**config.mk**
```make
export PLATFORM = sky130hd
export DESIGN_NAME = rx_oversize_counter
export DESIGN_NICKNAME = d
export VERILOG_FILES = /design/src/rtl/rx_ovs_pkg.sv /design/src/rtl/rx_ovs_qualify.sv /design/src/rtl/rx_ovs_clear.sv /design/src/rtl/rx_ovs_count_next.sv /design/src/rtl/rx_oversize_counter.sv
export SDC_FILE = /design/constraint.sdc
export NUM_CORES = 1
export LEC_CHECK = 0
export ABC_CLOCK_PERIOD_IN_PS = 5100
export BUFFER_PORTS_ARGS = -buffer_cell sky130_fd_sc_hd__buf_2
export CAP_MARGIN = 20
export CELL_PAD_IN_SITES_DETAIL_PLACEMENT = 0
export CELL_PAD_IN_SITES_GLOBAL_PLACEMENT = 2
export CORE_MARGIN = 1.5
export CORE_UTILIZATION = 30
export DETAILED_ROUTE_END_ITERATION = 16
export PLACE_DENSITY_LB_ADDON = 0.1
export SYNTH_ARGS = -nofsm -noshare
export SYNTH_HDL_FRONTEND = slang
export SYNTH_SLANG_ARGS = --single-unit
```
**constraint.sdc**
```tcl
create_clock -name clk -period 5.1 [get_ports clk]
set_clock_uncertainty 0.2 [all_clocks]
set_input_delay 0.765 -clock clk [delete_from_list [all_inputs] [get_ports clk]]
set_output_delay 0.765 -clock clk [all_outputs]
set_load 0.01 [all_outputs]
```
**src/rtl/rx_ovs_pkg.sv**
```systemverilog
package rx_ovs_pkg;
    localparam int unsigned CNT_W   = 16;
    localparam int unsigned LEN_W   = 16;
    localparam int unsigned DATA_W  = 32;

    typedef enum logic {
        REG_COUNT  = 1'b0,
        REG_MAXLEN = 1'b1
    } reg_sel_e;

    typedef struct packed {
        logic [CNT_W-1:0] cnt;
        logic [LEN_W-1:0] max_len;
        logic             resid;
    } ovs_state_t;
endpackage

```
**src/rtl/rx_ovs_qualify.sv**
```systemverilog
module rx_ovs_qualify #(
    parameter int unsigned LEN_W = 16
) (
    input  logic             frame_end_i,
    input  logic [LEN_W-1:0] frame_len_i,
    input  logic             frame_resid_i,
    input  logic [LEN_W-1:0] max_len_i,
    output logic             count_evt_o,
    output logic             resid_evt_o
);
    always_comb begin
        count_evt_o = frame_end_i && !frame_resid_i && (frame_len_i > max_len_i);
        resid_evt_o = frame_end_i && frame_resid_i;
    end
endmodule

```
**src/rtl/rx_ovs_clear.sv**
```systemverilog
module rx_ovs_clear
    import rx_ovs_pkg::*;
#(
    parameter int unsigned DATA_W  = 32,
    parameter logic [DATA_W-1:0] CLR_KEY = 32'h1111_1111
) (
    input  logic              rd_i,
    input  logic              wr_i,
    input  logic              addr_i,
    input  logic [DATA_W-1:0] wdata_i,
    input  logic              clr_on_read_i,
    output logic              clr_o,
    output logic              max_wr_o
);
    logic hit_cnt;
    always_comb begin
        hit_cnt  = (addr_i == REG_COUNT);
        max_wr_o = wr_i && (addr_i == REG_MAXLEN);
        if (clr_on_read_i) clr_o = rd_i && hit_cnt;
        else               clr_o = wr_i && hit_cnt && (wdata_i == CLR_KEY);
    end
endmodule

```
**src/rtl/rx_ovs_count_next.sv**
```systemverilog
module rx_ovs_count_next #(
    parameter int unsigned CNT_W    = 16,
    parameter bit          SATURATE = 1'b1
) (
    input  logic [CNT_W-1:0] cnt_i,
    input  logic             clr_i,
    input  logic             inc_i,
    output logic [CNT_W-1:0] cnt_o
);
    localparam logic [CNT_W-1:0] CNT_MAX = {CNT_W{1'b1}};
    localparam logic [CNT_W-1:0] CNT_ONE = {{(CNT_W-1){1'b0}}, 1'b1};

    logic at_top;
    generate
        if (SATURATE) begin : g_sat
            assign at_top = (cnt_i == CNT_MAX);
        end else begin : g_wrap
            assign at_top = 1'b0;
        end
    endgenerate

    always_comb begin
        if (clr_i)                cnt_o = inc_i ? CNT_ONE : '0;
        else if (inc_i && !at_top) cnt_o = cnt_i + CNT_ONE;
        else                      cnt_o = cnt_i;
    end
endmodule

```
**src/rtl/rx_oversize_counter.sv**
```systemverilog
module rx_oversize_counter
    import rx_ovs_pkg::*;
#(
    parameter int unsigned       CNT_W      = rx_ovs_pkg::CNT_W,
    parameter int unsigned       LEN_W      = rx_ovs_pkg::LEN_W,
    parameter int unsigned       DATA_W     = rx_ovs_pkg::DATA_W,
    parameter logic [LEN_W-1:0]  MAXLEN_RST = 16'd1518,
    parameter logic [DATA_W-1:0] CLR_KEY    = 32'h1111_1111
) (
    input  logic              clk,
    input  logic              rst_n,
    input  logic              frame_end_i,
    input  logic [15:0]       frame_len_i,
    input  logic              frame_resid_i,
    input  logic              clr_on_read_i,
    input  logic              bus_rd_i,
    input  logic              bus_wr_i,
    input  logic              bus_addr_i,
    input  logic [31:0]       bus_wdata_i,
    output logic [31:0]       bus_rdata_o,
    output logic              resid_pulse_o
);
    localparam int unsigned CNT_PAD = DATA_W - CNT_W;
    localparam int unsigned LEN_PAD = DATA_W - LEN_W;

    ovs_state_t st_d, st_q;
    logic [CNT_W-1:0] cnt_q;
    logic [CNT_W-1:0] cnt_nx;
    logic count_evt, resid_evt, clr, max_wr;

    assign cnt_q = st_q.cnt;

    rx_ovs_qualify #(.LEN_W(LEN_W)) u_qual (
        .frame_end_i   (frame_end_i),
        .frame_len_i   (frame_len_i),
        .frame_resid_i (frame_resid_i),
        .max_len_i     (st_q.max_len),
        .count_evt_o   (count_evt),
        .resid_evt_o   (resid_evt)
    );

    rx_ovs_clear #(.DATA_W(DATA_W), .CLR_KEY(CLR_KEY)) u_clr (
        .rd_i          (bus_rd_i),
        .wr_i          (bus_wr_i),
        .addr_i        (bus_addr_i),
        .wdata_i       (bus_wdata_i),
        .clr_on_read_i (clr_on_read_i),
        .clr_o         (clr),
        .max_wr_o      (max_wr)
    );

    rx_ovs_count_next #(.CNT_W(CNT_W), .SATURATE(1'b1)) u_next (
        .cnt_i (st_q.cnt),
        .clr_i (clr),
        .inc_i (count_evt),
        .cnt_o (cnt_nx)
    );

    always_comb begin
        st_d         = st_q;
        st_d.cnt     = cnt_nx;
        st_d.resid   = resid_evt;
        if (max_wr) st_d.max_len = bus_wdata_i[LEN_W-1:0];
    end

    always_ff @(posedge clk) begin
        if (!rst_n) begin
            st_q.cnt     <= '0;
            st_q.max_len <= MAXLEN_RST;
            st_q.resid   <= 1'b0;
        end else begin
            st_q <= st_d;
        end
    end

    always_comb begin
        if (bus_addr_i == REG_MAXLEN) bus_rdata_o = {{LEN_PAD{1'b0}}, st_q.max_len};
        else                          bus_rdata_o = {{CNT_PAD{1'b0}}, st_q.cnt};
    end

    assign resid_pulse_o = st_q.resid;
endmodule

```
# After elaboration in Yosys (flattened, before gate mapping)
# Cells that the tools add are included.
# Widths: inputs -> output; s select.
[word_totals]
output_inout_bits = 33
wordCells = 24
register_bits = 33
inputBits = 56
[classes]
muxes = 5
n_lt_le_gt_ge = 1
reduce_logical = 11
n_addsub = 1
bitwise_logic = 1
n_eq_ne = 2
[ops]
columns = ["operator", "n"]
rows = [
  ["$mux 16", 3],
  ["$eq 32x29->1 const B", 1],
  ["$add 16x1->16 const B", 1],
  ["$eq 16x16->1 const B", 1],
  ["$gt 16x16->1", 1],
  ["$logic_and 1x1->1", 8],
  ["$logic_not 1->1", 2],
  ["$mux 1", 2],
  ["$reduce_bool 2->1", 1],
  ["$not 1->1", 1],
]

# Logic depth before layout (Yosys ltp)
# Gate-level depths: netlist of run 1.
[depth]
word_depth = 6
depth_mapped = 9
depth_no_buf = 8

# Cells and area by module
# From an unflattened synthesis of run 1, not the netlist that was laid out.
[unflattened]
hier_cells = 273
hier_area_um2 = 2472.4
[modules_own_cells]
columns = ["mod", "instances", "cells_each", "area_per_inst_um2", "seq_area_each_um2"]
rows = [
  ["rx_oversize_counter", 1, 122, 1423.9, 660.6],
  ["rx_ovs_count_next", 1, 79, 488.0, 0.0],
  ["rx_ovs_qualify", 1, 57, 411.6, 0.0],
  ["rx_ovs_clear", 1, 15, 148.9, 0.0],
]

# Least setup slack after synthesis of run 1
# No wires, ideal clock.
[synth_timing]
path_kind = "in2out"
from = "input bus_addr_i"
to = "output bus_rdata_o[10]"
t_arrival_ns = 1.811
cell_stages = 3
slack_ns = 2.324
path_buffers = 2
required_time_ns = 4.135
path_cell_list = "clkbuf_1 -> buf_1 -> mux2_2"
[synth_via]
elab_chain_cells = 1
[synth_lines]
columns = ["item", "line", "text"]
rows = [
  ["start: declaration", "rx_oversize_counter.sv:18", "input logic bus_addr_i,"],
  ["$mux 16", "rx_oversize_counter.sv:77", "if (bus_addr_i == REG_MAXLEN) bus_rdata_o = {{LEN_PAD{1'b0}}, st_q.max_len};"],
  ["end: declaration", "rx_oversize_counter.sv:20", "output logic [31:0] bus_rdata_o,"],
]
# No other way between the ends.

# Worst setup path in the final report of run 1
[layout_timing]
from = "input frame_len_i[15]"
to = "register st_q (netlist bit cnt_q[4])"
[layout_via]
elab_chain_cells = 4
[layout_lines]
columns = ["item", "line", "text"]
rows = [
  ["start: declaration", "rx_oversize_counter.sv:13", "input logic [15:0] frame_len_i,"],
  ["$gt 16x16->1", "rx_ovs_qualify.sv:12", "count_evt_o = frame_end_i && !frame_resid_i && (frame_len_i > max_len_i);"],
  ["$logic_and 1x1->1", "rx_ovs_qualify.sv:12", ""],
  ["$logic_and 1x1->1", "rx_ovs_count_next.sv:24", "else if (inc_i && !at_top) cnt_o = cnt_i + CNT_ONE;"],
  ["$reduce_bool 2->1 (no source line)", "--", ""],
  ["end signal: assignment", "rx_oversize_counter.sv:72", "st_q <= st_d;"],
  ["end: declaration", "rx_oversize_counter.sv:26", "ovs_state_t st_d, st_q;"],
]
# No other way between the ends.
# A chain may end at the register's enable or synchronous reset.

==> results of run 1 <==
## path summary, 6_finish.rpt
path / endpoint / slack [ns] / cells past startpoint
worst max-delay path: cnt_q[4]$_SDFFE_PN0P_ / 2.04 / 9
worst min register to register: st_q[15]$_SDFFE_PN0P_ / 0.29 / 2
worst min-delay path: st_q[15]$_SDFFE_PN0P_ / 0.29 / 2
worst max register to register: cnt_q[4]$_SDFFE_PN0P_ / 2.20 / 9
## synthesized netlist by cell type, drive strengths merged
library cell / n
a21boi: 10
a41o: 1
a21o: 1
o21bai: 1
buf: 22
o211ai: 9
dfxtp: 33
and2: 3
nand3: 7
o21ai: 6
or3: 5
inv: 17
and4: 1
and3: 2
o31ai: 12
o41ai: 1
nor3: 2
a21oi: 22
nor4: 3
or3b: 1
clkbuf: 7
conb: 1
o21a: 1
ha: 17
nand3b: 1
nand2: 39
mux2: 16
nor4bb: 1
or4: 12
nor3b: 1
nor2b: 1
a41oi: 1
nor4b: 6
nand4: 9
nand2b: 1
nor2: 5
## power by group
| part | switching [uW] | leakage, uW | internal [uW] |
|---|---|---|---|
| registers | 5.95 | 0.000269 | 266 |
| clock network | 102 | 0.0000450 | 94.7 |
| logic | 67.5 | 0.000860 | 51.1 |
| total | 175 | 0.00117 | 411 |
## tightest hold or removal path, delay by kind of cell, from the launching register on
family / cells / cell delay (ns)
compound gates: 1 / 0.06
simple gates: 1 / 0.05
flops: 1 / 0.32
## per-layer routing
metal,vias to the layer above,track usage [%],routed length [um]
li1,1134,-,-
met1,1042,21.93,3219
met2,71,28.05,2992
met3,6,4.271,417
met4,0,4.297,70
met5,-,0,0
## metrics by stage
| stage | area [um2] | util (%) | cells |
|---|---|---|---|
| after floorplan | 2401 | - | 293 |
| after global placement | 2696 | 35.26 | 439 |
| after detailed placement | 2704 | 35.36 | 440 |
| after CTS | 2786 | 36.44 | 448 |
| after global routing | 2786 | 36.44 | 448 |
| final | 2786 | 36.44 | 448 |
## logic make-up (layout without fill, tap and decap cells)
group | Yosys count | after routing | synth area share (%)
adders and majority gates | 17 | 17 | 9.071
and+or+nand+nor | 100 | 100 | 24.81
muxes | 16 | 16 | 7.684
AOI/OAI and AO/OA | 65 | 65 | 18.84
buffers and inverters | 46 | 99 | 11.26
other | 1 | 16 | 0.1599
DFF | 33 | 33 | 28.17
## sequential cells by signal (all words and copies together) (netlist names)
signal / count
st_q: 16
cnt_q: 16
resid_pulse_o: 1
## area by class of cell
| cell class | count | area (um2) |
|---|---|---|
| multi-input combinational | 214 | 1476 |
| clock buffer | 6 | 72.57 |
| sequential | 33 | 660.6 |
| timing repair buffer | 74 | 375.4 |
| fill | 830 | 4861 |
| inverter | 17 | 63.81 |
| clock inverter | 2 | 10.01 |
| tap | 102 | 127.6 |
==> results.cfg, run 1 <==
[grt]
grt_pass1_wl_um = 11140
grt_pass1_vias = 2222
antenna_found_initial = 0
globalRoute.totalOverflow = 0
track_usage_pct = 16.98
grt_max_degree = 25

[logic_synthesis]
yosysTopAreaCell = dfxtp_1
synthTopCellsByArea = dfxtp_1, ha_1, mux2_2, nand2_1, buf_4
synth_cells = 278
synth_top_area_share_pct = 28.18
yosys_warnings = 0
syn_area_um2 = 2345
synth-seq-cells = 33
avgSynthCellArea_um2 = 8.434
yosys.cell_types.count = 46
ys_seq_area_share_pct = 28.18

[timing]
rsz0062_at_grt = no
hold_violations = 0
tns_ns = 0
setup_viol = 0
slew_headroom_pct = 40.60
setup_slack_ns = 2.037
drv_slew = 0
final.min_clock_period_ns = 3.063
tightest_slew_ns = 0.8909
holdWs_ns = 0.2862
max_clock_freq_mhz = 326.5
finalCritPeriodShare_pct = 60.06

[power]
power_density_nw_per_um2 = 210.5
totalPowerFinal_uw = 586.6
vdd_ir_drop_max_mv = 0.08774
power_leakage_uw = 0.001173

[floorplanning]
core_area_um2 = 7647
fp.dieH_um = 91.41
start_util_pct = 30.66
dieArea_um2 = 8355
die_w_um = 91.41
row_count = 32
io_pins = 89

[detailed_routing]
wl_per_cell_um = 14.95
viasPerCell = 5.029
num_vias = 2253
drt_wl_total_um = 6699
first_pass_iters = 4
drt_iter0_drc = 35
route.detailed.drc = 0
antenna_left = 0

[place]
portBuffers = 72
pre_cts_ws_ns = 1.789
hpwlAfterDp_um = 5248
gp_congestion = 0.7331

[cts]
cts.sinks = 33
cts_buffers = 5
post_cts_resize_count = 0
htree_levels = 2
clkTransAtPathRegs_ns = 0.07
cts-root-buf = clkbuf_8
clk_latency_ns = 0.29
post-cts-setup-buffers = 0
cts_tree = yes
clockBufferDepth = 2
cts_hold_buf = 0

[critical_path]
cp_slowest_cell = or4_1
cpPeakStageDelay_ns = 0.47
crit_arrival_ns = 3.07
critPathKind = input port to flip-flop
path_cells = buf_2 -> ha_1 -> nand4_2 -> nor4_4 -> a21boi_4 -> o41ai_2 -> buf_4 -> or4_1 -> a21oi_1
crit_family = simple AND/OR/NAND/NOR gates
path_buf_inv = 2
worstSetupStartpointType = input port
path_max_fanout = 8
r2r_start = st_q[14]$_SDFFE_PN0P_
endpoint_kind = flip-flop
setup.worst_path.start = frame_len_i[15]
critPathRequiredTime_ns = 5.10

[final_layout]
diodes = 0
drive_gt1_share_pct = 30.35
mostFrequentLayoutCells = buf_2, nand2_1, dfxtp_1, a21oi_1
areaGrowthSynthToFinish_pct = 18.84
layout_commonest_cell = buf_2
finalNetCount = 418

[run_status]
status = complete, no violations

[job]
maxCapViolCount = 0

[hold_path]
hold_path.class = flip-flop to flip-flop
min_from = st_q[15]$_SDFFE_PN0P_
Power figures use the tool's default switching activity.
==> run 2, diff against run 1 <==
--- a/config.mk
+++ b/config.mk
@@ -5,13 +5,14 @@
 export SDC_FILE = /design/constraint.sdc
 export NUM_CORES = 1
 export LEC_CHECK = 0
-export ABC_CLOCK_PERIOD_IN_PS = 5100
+export ABC_AREA = 1
+export ABC_CLOCK_PERIOD_IN_PS = 3100
 export BUFFER_PORTS_ARGS = -buffer_cell sky130_fd_sc_hd__buf_2
 export CAP_MARGIN = 20
 export CELL_PAD_IN_SITES_DETAIL_PLACEMENT = 0
 export CELL_PAD_IN_SITES_GLOBAL_PLACEMENT = 2
 export CORE_MARGIN = 1.5
-export CORE_UTILIZATION = 30
+export CORE_UTILIZATION = 26
 export DETAILED_ROUTE_END_ITERATION = 16
 export PLACE_DENSITY_LB_ADDON = 0.1
 export SYNTH_ARGS = -nofsm -noshare
==> constraint.sdc (replaced) <==
create_clock -name clk -period 3.1 [get_ports clk]
set_clock_uncertainty 0.2 [all_clocks]
set_input_delay 0.465 -clock clk [delete_from_list [all_inputs] [get_ports clk]]
set_output_delay 0.465 -clock clk [all_outputs]
set_load 0.01 [all_outputs]
==> results.cfg, run 2 <==
[timing]
tns_ns = 0
hold_violations = 0
max_clock_freq_mhz = 421.1
drv_slew = 0
setup_slack_ns = 0.7254
final.min_clock_period_ns = 2.375
slew_headroom_pct = 52.78
tightest_slew_ns = 0.7066
finalCritPeriodShare_pct = 76.60
rsz0062_at_grt = no
setup_viol = 0

[final_layout]
drive_gt1_share_pct = 20.26
areaGrowthSynthToFinish_pct = 20.93
layout_commonest_cell = nand2_1
nFillCells = 1087
diodes = 0
finalNetCount = 526
multi_input_area_um2 = 1471
seqCellArea_um2 = 660.6
mostFrequentLayoutCells = nand2_1, buf_2, inv_1, nor2_1, dfxtp_1

[place]
pre_cts_ws_ns = 0.5424
gp_congestion = 0.7920
hpwlAfterDp_um = 5882
portBuffers = 72

[cts]
cts-root-buf = clkbuf_8
post_cts_resize_count = 0
clockBufferDepth = 2
cts_buffers = 5
clkTransAtPathRegs_ns = 0.07
htree_levels = 2
cts.sinks = 33
clk_latency_ns = 0.29
cts_tree = yes
post-cts-setup-buffers = 0
cts_hold_buf = 0

[run_status]
status = complete, no violations

[power]
p_seq_share_pct = 45.6
p_sw_share_pct = 30.95
vdd_ir_drop_max_mv = 0.1352
power_leakage_uw = 0.001484
clkPwrFrac_pct = 33.0
internal_power_uw = 682.7
power_density_nw_per_um2 = 330.4
p_comb_share_pct = 21.4
totalPowerFinal_uw = 988.8
switchingPower_uw = 306.1

[critical_path]
endpoint_kind = flip-flop
cpPeakStageDelay_ns = 0.41
path_cells = inv_1 -> ha_1 -> nand2_1 -> nor2_1 -> nand4_1 -> o21ai_0 -> inv_1 -> nand3_4 -> nand2_2 -> nand2_1 -> a21oi_1
path_max_fanout = 21
critPathRequiredTime_ns = 3.07
cp_slowest_cell = dfxtp_1
critPathKind = flip-flop to flip-flop
crit_family = simple AND/OR/NAND/NOR gates
worstSetupStartpointType = flip-flop
path_buf_inv = 2
crit_arrival_ns = 2.34

[floorplanning]
io_pins = 89
die_w_um = 100.6
start_util_pct = 26.78
row_count = 35
fp.dieH_um = 100.6
core_area_um2 = 9240
dieArea_um2 = 10110

[logic_synthesis]
syn_area_um2 = 2475
synth-seq-cells = 33
synth_common_cells = nand2_1, inv_1, nor2_1
synth.most_common_cell = nand2_1
async_flop_share_pct = 0
synthTopCellsByArea = dfxtp_1, nand2_1, inv_1, ha_1, a21oi_1
yosysTopAreaCell = dfxtp_1
yosys.cell_types.count = 31
avgSynthCellArea_um2 = 6.513
synth_flop_cell = dfxtp_1
synth_edf_count = 0
yosys_warnings = 0
synth_top_area_share_pct = 26.69
synth_cells = 380
ys_seq_area_share_pct = 26.69

[detailed_routing]
route.detailed.drc = 0
drt_wl_total_um = 7188
num_vias = 2403
first_pass_iters = 6
antenna_left = 0
wl_per_cell_um = 12.33
drt_iter0_drc = 68
viasPerCell = 4.122

[grt]
grt_max_degree = 24
grt_pass1_vias = 2312
grt_pass1_wl_um = 11340
track_usage_pct = 14.71
antenna_found_initial = 0
globalRoute.totalOverflow = 0

[job]
maxCapViolCount = 0

[hold_path]
hold_path.class = input port to flip-flop
==> run 2: cell families after synthesis <==
| group | synth area share [%] |
|---|---|
| adder cells (fa/ha/maj) | 8.594 |
| flip-flops | 26.69 |
| XOR/XNOR | 3.893 |
| AO/OA/AOI/OAI | 14.46 |
| other | 0.1515 |
| AND/OR/NAND/NOR | 30.08 |
| buffers and inverters | 16.13 |
==> run 2: power groups by stage <==
stage / logic [uW] / registers, uW / clock network (uW)
6_report: 211 / 451 / 326
3_3_place_gp: 213 / 462 / 0
4_1_cts: 215 / 451 / 339
5_1_grt: 245 / 454 / 356
3_5_place_dp: 214 / 461 / 0
2_1_floorplan: 145 / 457 / 0
==> run 2: worst paths after layout <==
check                                              end  cells after the start            startpoint  slack (ns)
worst max-delay path            cnt_q[15]$_SDFFE_PN0P_                     11  st_q[8]$_SDFFE_PN1P_        0.73
worst min-delay path              st_q[9]$_SDFFE_PN1P_                      3        bus_wdata_i[8]        0.21
worst min register to register    st_q[5]$_SDFFE_PN0P_                      2  st_q[5]$_SDFFE_PN0P_        0.29
worst max register to register  cnt_q[15]$_SDFFE_PN0P_                     11  st_q[8]$_SDFFE_PN1P_        0.73
==> run 2: per-layer routing <==
metal	up-vias	wire (um)	global-route usage [%]
li1	1321	-	-
met1	1018	3649	20.65
met2	54	3091	22.76
met3	10	345	2.843
met4	0	101	4.442
met5	-	0	0
==> run 2: final cells by class <==
class,count,share of cell area [%]
Inverter,61,7.651
Timing Repair Buffer,76,13.04
Sequential cell,33,22.07
Tap cell,129,5.393
Multi-Input combinational cell,276,49.16
Clock buffer,8,2.676
==> run 2: metrics by stage <==
step	utilization (%)	instance area [um2]	hold WS, ns	cells
2_1_floorplan	-	2531	0.2471	395
3_5_place_dp	31.52	2913	0.2845	575
3_3_place_gp	31.52	2913	0.2790	575
4_1_cts	32.39	2993	0.2076	583
6_report	32.39	2993	0.2056	583
5_1_grt	32.39	2993	0.2219	583
==> run 2: worst register-to-register path, delay by kind of cell, from the launching register on <==
| kind | cells | cell delay (ns) |
|---|---|---|
| compound gates | 2 | 0.31 |
| fa+ha+maj | 1 | 0.29 |
| buf+inv | 2 | 0.19 |
| flops | 1 | 0.41 |
| simple gates | 6 | 0.85 |
==> run 3, diff against run 2 <==
--- a/config.mk
+++ b/config.mk
@@ -6,7 +6,7 @@
 export NUM_CORES = 1
 export LEC_CHECK = 0
 export ABC_AREA = 1
-export ABC_CLOCK_PERIOD_IN_PS = 3100
+export ABC_CLOCK_PERIOD_IN_PS = 2200
 export BUFFER_PORTS_ARGS = -buffer_cell sky130_fd_sc_hd__buf_2
 export CAP_MARGIN = 20
 export CELL_PAD_IN_SITES_DETAIL_PLACEMENT = 0
==> constraint.sdc (replaced) <==
create_clock -name clk -period 2.2 [get_ports clk]
set_clock_uncertainty 0.2 [all_clocks]
set_input_delay 0.33 -clock clk [delete_from_list [all_inputs] [get_ports clk]]
set_output_delay 0.33 -clock clk [all_outputs]
set_load 0.01 [all_outputs]
==> results.cfg, run 3 (same netlist as run 2, synthesis figures left out) <==
[run_status]
status = complete, no violations

[place]
pre_cts_ws_ns = -0.2171
placed_area_um2 = 3033
gp_congestion = 0.7935
hpwlAfterDp_um = 5990
portBuffers = 72
dp_cells = 591

[final_layout]
final_util_pct = 34.35
drive_gt1_share_pct = 25.27
mostFrequentLayoutCells = nand2_1, buf_2, inv_1, nor2_1, dfxtp_1
instances_no_fill = 600
finalNetCount = 544
diodes = 0
finalInstanceArea_um2 = 3174
areaGrowthSynthToFinish_pct = 28.26
layout_commonest_cell = nand2_1

[timing]
hold_violations = 0
max_clock_freq_mhz = 480.2
setup_slack_ns = 0.1174
setup_viol = 0
final.min_clock_period_ns = 2.083
finalCritPeriodShare_pct = 94.66
drv_slew = 0
tns_ns = 0

[critical_path]
endpoint_kind = flip-flop
worstSetupStartpointType = flip-flop
crit_arrival_ns = 2.07
path_max_fanout = 10
critPathKind = flip-flop to flip-flop
critPathRequiredTime_ns = 2.19

[grt]
grt_pass1_vias = 2483
antenna_found_initial = 0
globalRoute.totalOverflow = 0
track_usage_pct = 15.62
grt_pass1_wl_um = 12190
grt_max_degree = 31

[detailed_routing]
route.detailed.drc = 0
viasPerCell = 4.177
drt_iter0_drc = 70
antenna_left = 0
wl_per_cell_um = 12.64
num_vias = 2506
first_pass_iters = 6
drt_wl_total_um = 7586

[floorplanning]
die_w_um = 100.6
dieArea_um2 = 10110
row_count = 35
io_pins = 89
start_util_pct = 26.78
fp.dieH_um = 100.6
core_area_um2 = 9240

[cts]
clkTransAtPathRegs_ns = 0.07
cts_tree = yes
clockBufferDepth = 2
htree_levels = 2
cts_buffers = 5
cts-root-buf = clkbuf_8
clk_latency_ns = 0.29
cts.sinks = 33
post-cts-setup-buffers = 0

[hold_path]
hold_path.class = input port to flip-flop

[power]
power_density_nw_per_um2 = 460.3
vdd_ir_drop_max_mv = 0.1729
power_leakage_uw = 0.001574

[job]
maxCapViolCount = 0
run 3: worst paths after layout:
kind / cells past startpoint / slack [ns] / from / end
setup / recovery: 10 / 0.12 / st_q[8]$_SDFFE_PN1P_ / cnt_q[5]$_SDFFE_PN0P_
hold / removal: 3 / 0.08 / bus_wdata_i[8] / st_q[9]$_SDFFE_PN1P_
setup reg to reg: 10 / 0.12 / st_q[8]$_SDFFE_PN1P_ / cnt_q[5]$_SDFFE_PN0P_
hold reg to reg: 2 / 0.29 / st_q[5]$_SDFFE_PN0P_ / st_q[5]$_SDFFE_PN0P_
run 3: per-stage QoR:
stage / total power (uW) / hold WS [ns]
final: 1461 / 0.07644
after global routing: 1543 / 0.08413
after CTS: 1466 / 0.07245
after detailed placement: 968.7 / 0.2871
after global placement: 968.9 / 0.2866
after floorplan: 848.5 / 0.2438
run 3: area by class of cell:
cell class,count,area [um2]
Fill cell,1080,6066
Multi-Input combinational cell,278,1524
Sequential cell,33,663.1
Timing Repair Buffer,92,510.5
Inverter,61,229.0
Tap cell,129,161.4
Clock buffer,7,86.33
run 3: report_power, final:
group,total (uW),switching [uW],internal (uW)
Clock,489,240,249
Combinational,339,202,137
Sequential,633,12.7,620
run 3: worst max-delay path, cell delays in order, from the launching register on:
cell and delay (ns):
dfxtp_2 0.35, inv_1 0.05, ha_1 0.28, nand2_1 0.08, nor2_2 0.15, nand4_1 0.17
o21ai_2 0.21, inv_2 0.11, nand3_4 0.18, o21ai_1 0.07, and2_1 0.12
run 3: repair_timing:
action	in CTS	in global routing
setup endpoints to repair	16	16
hold buffers	0	0
cloned	1	1
pin swaps	1	4
gates resized for setup	5	7
run 3: per-layer routing:
metal	vias to the layer above	track usage, %	wire (um)
met3	8	2.705	241
met5	-	0	0
li1	1360	-	-
met1	1091	21.54	3900
met4	0	4.225	86
met2	47	25.12	3358
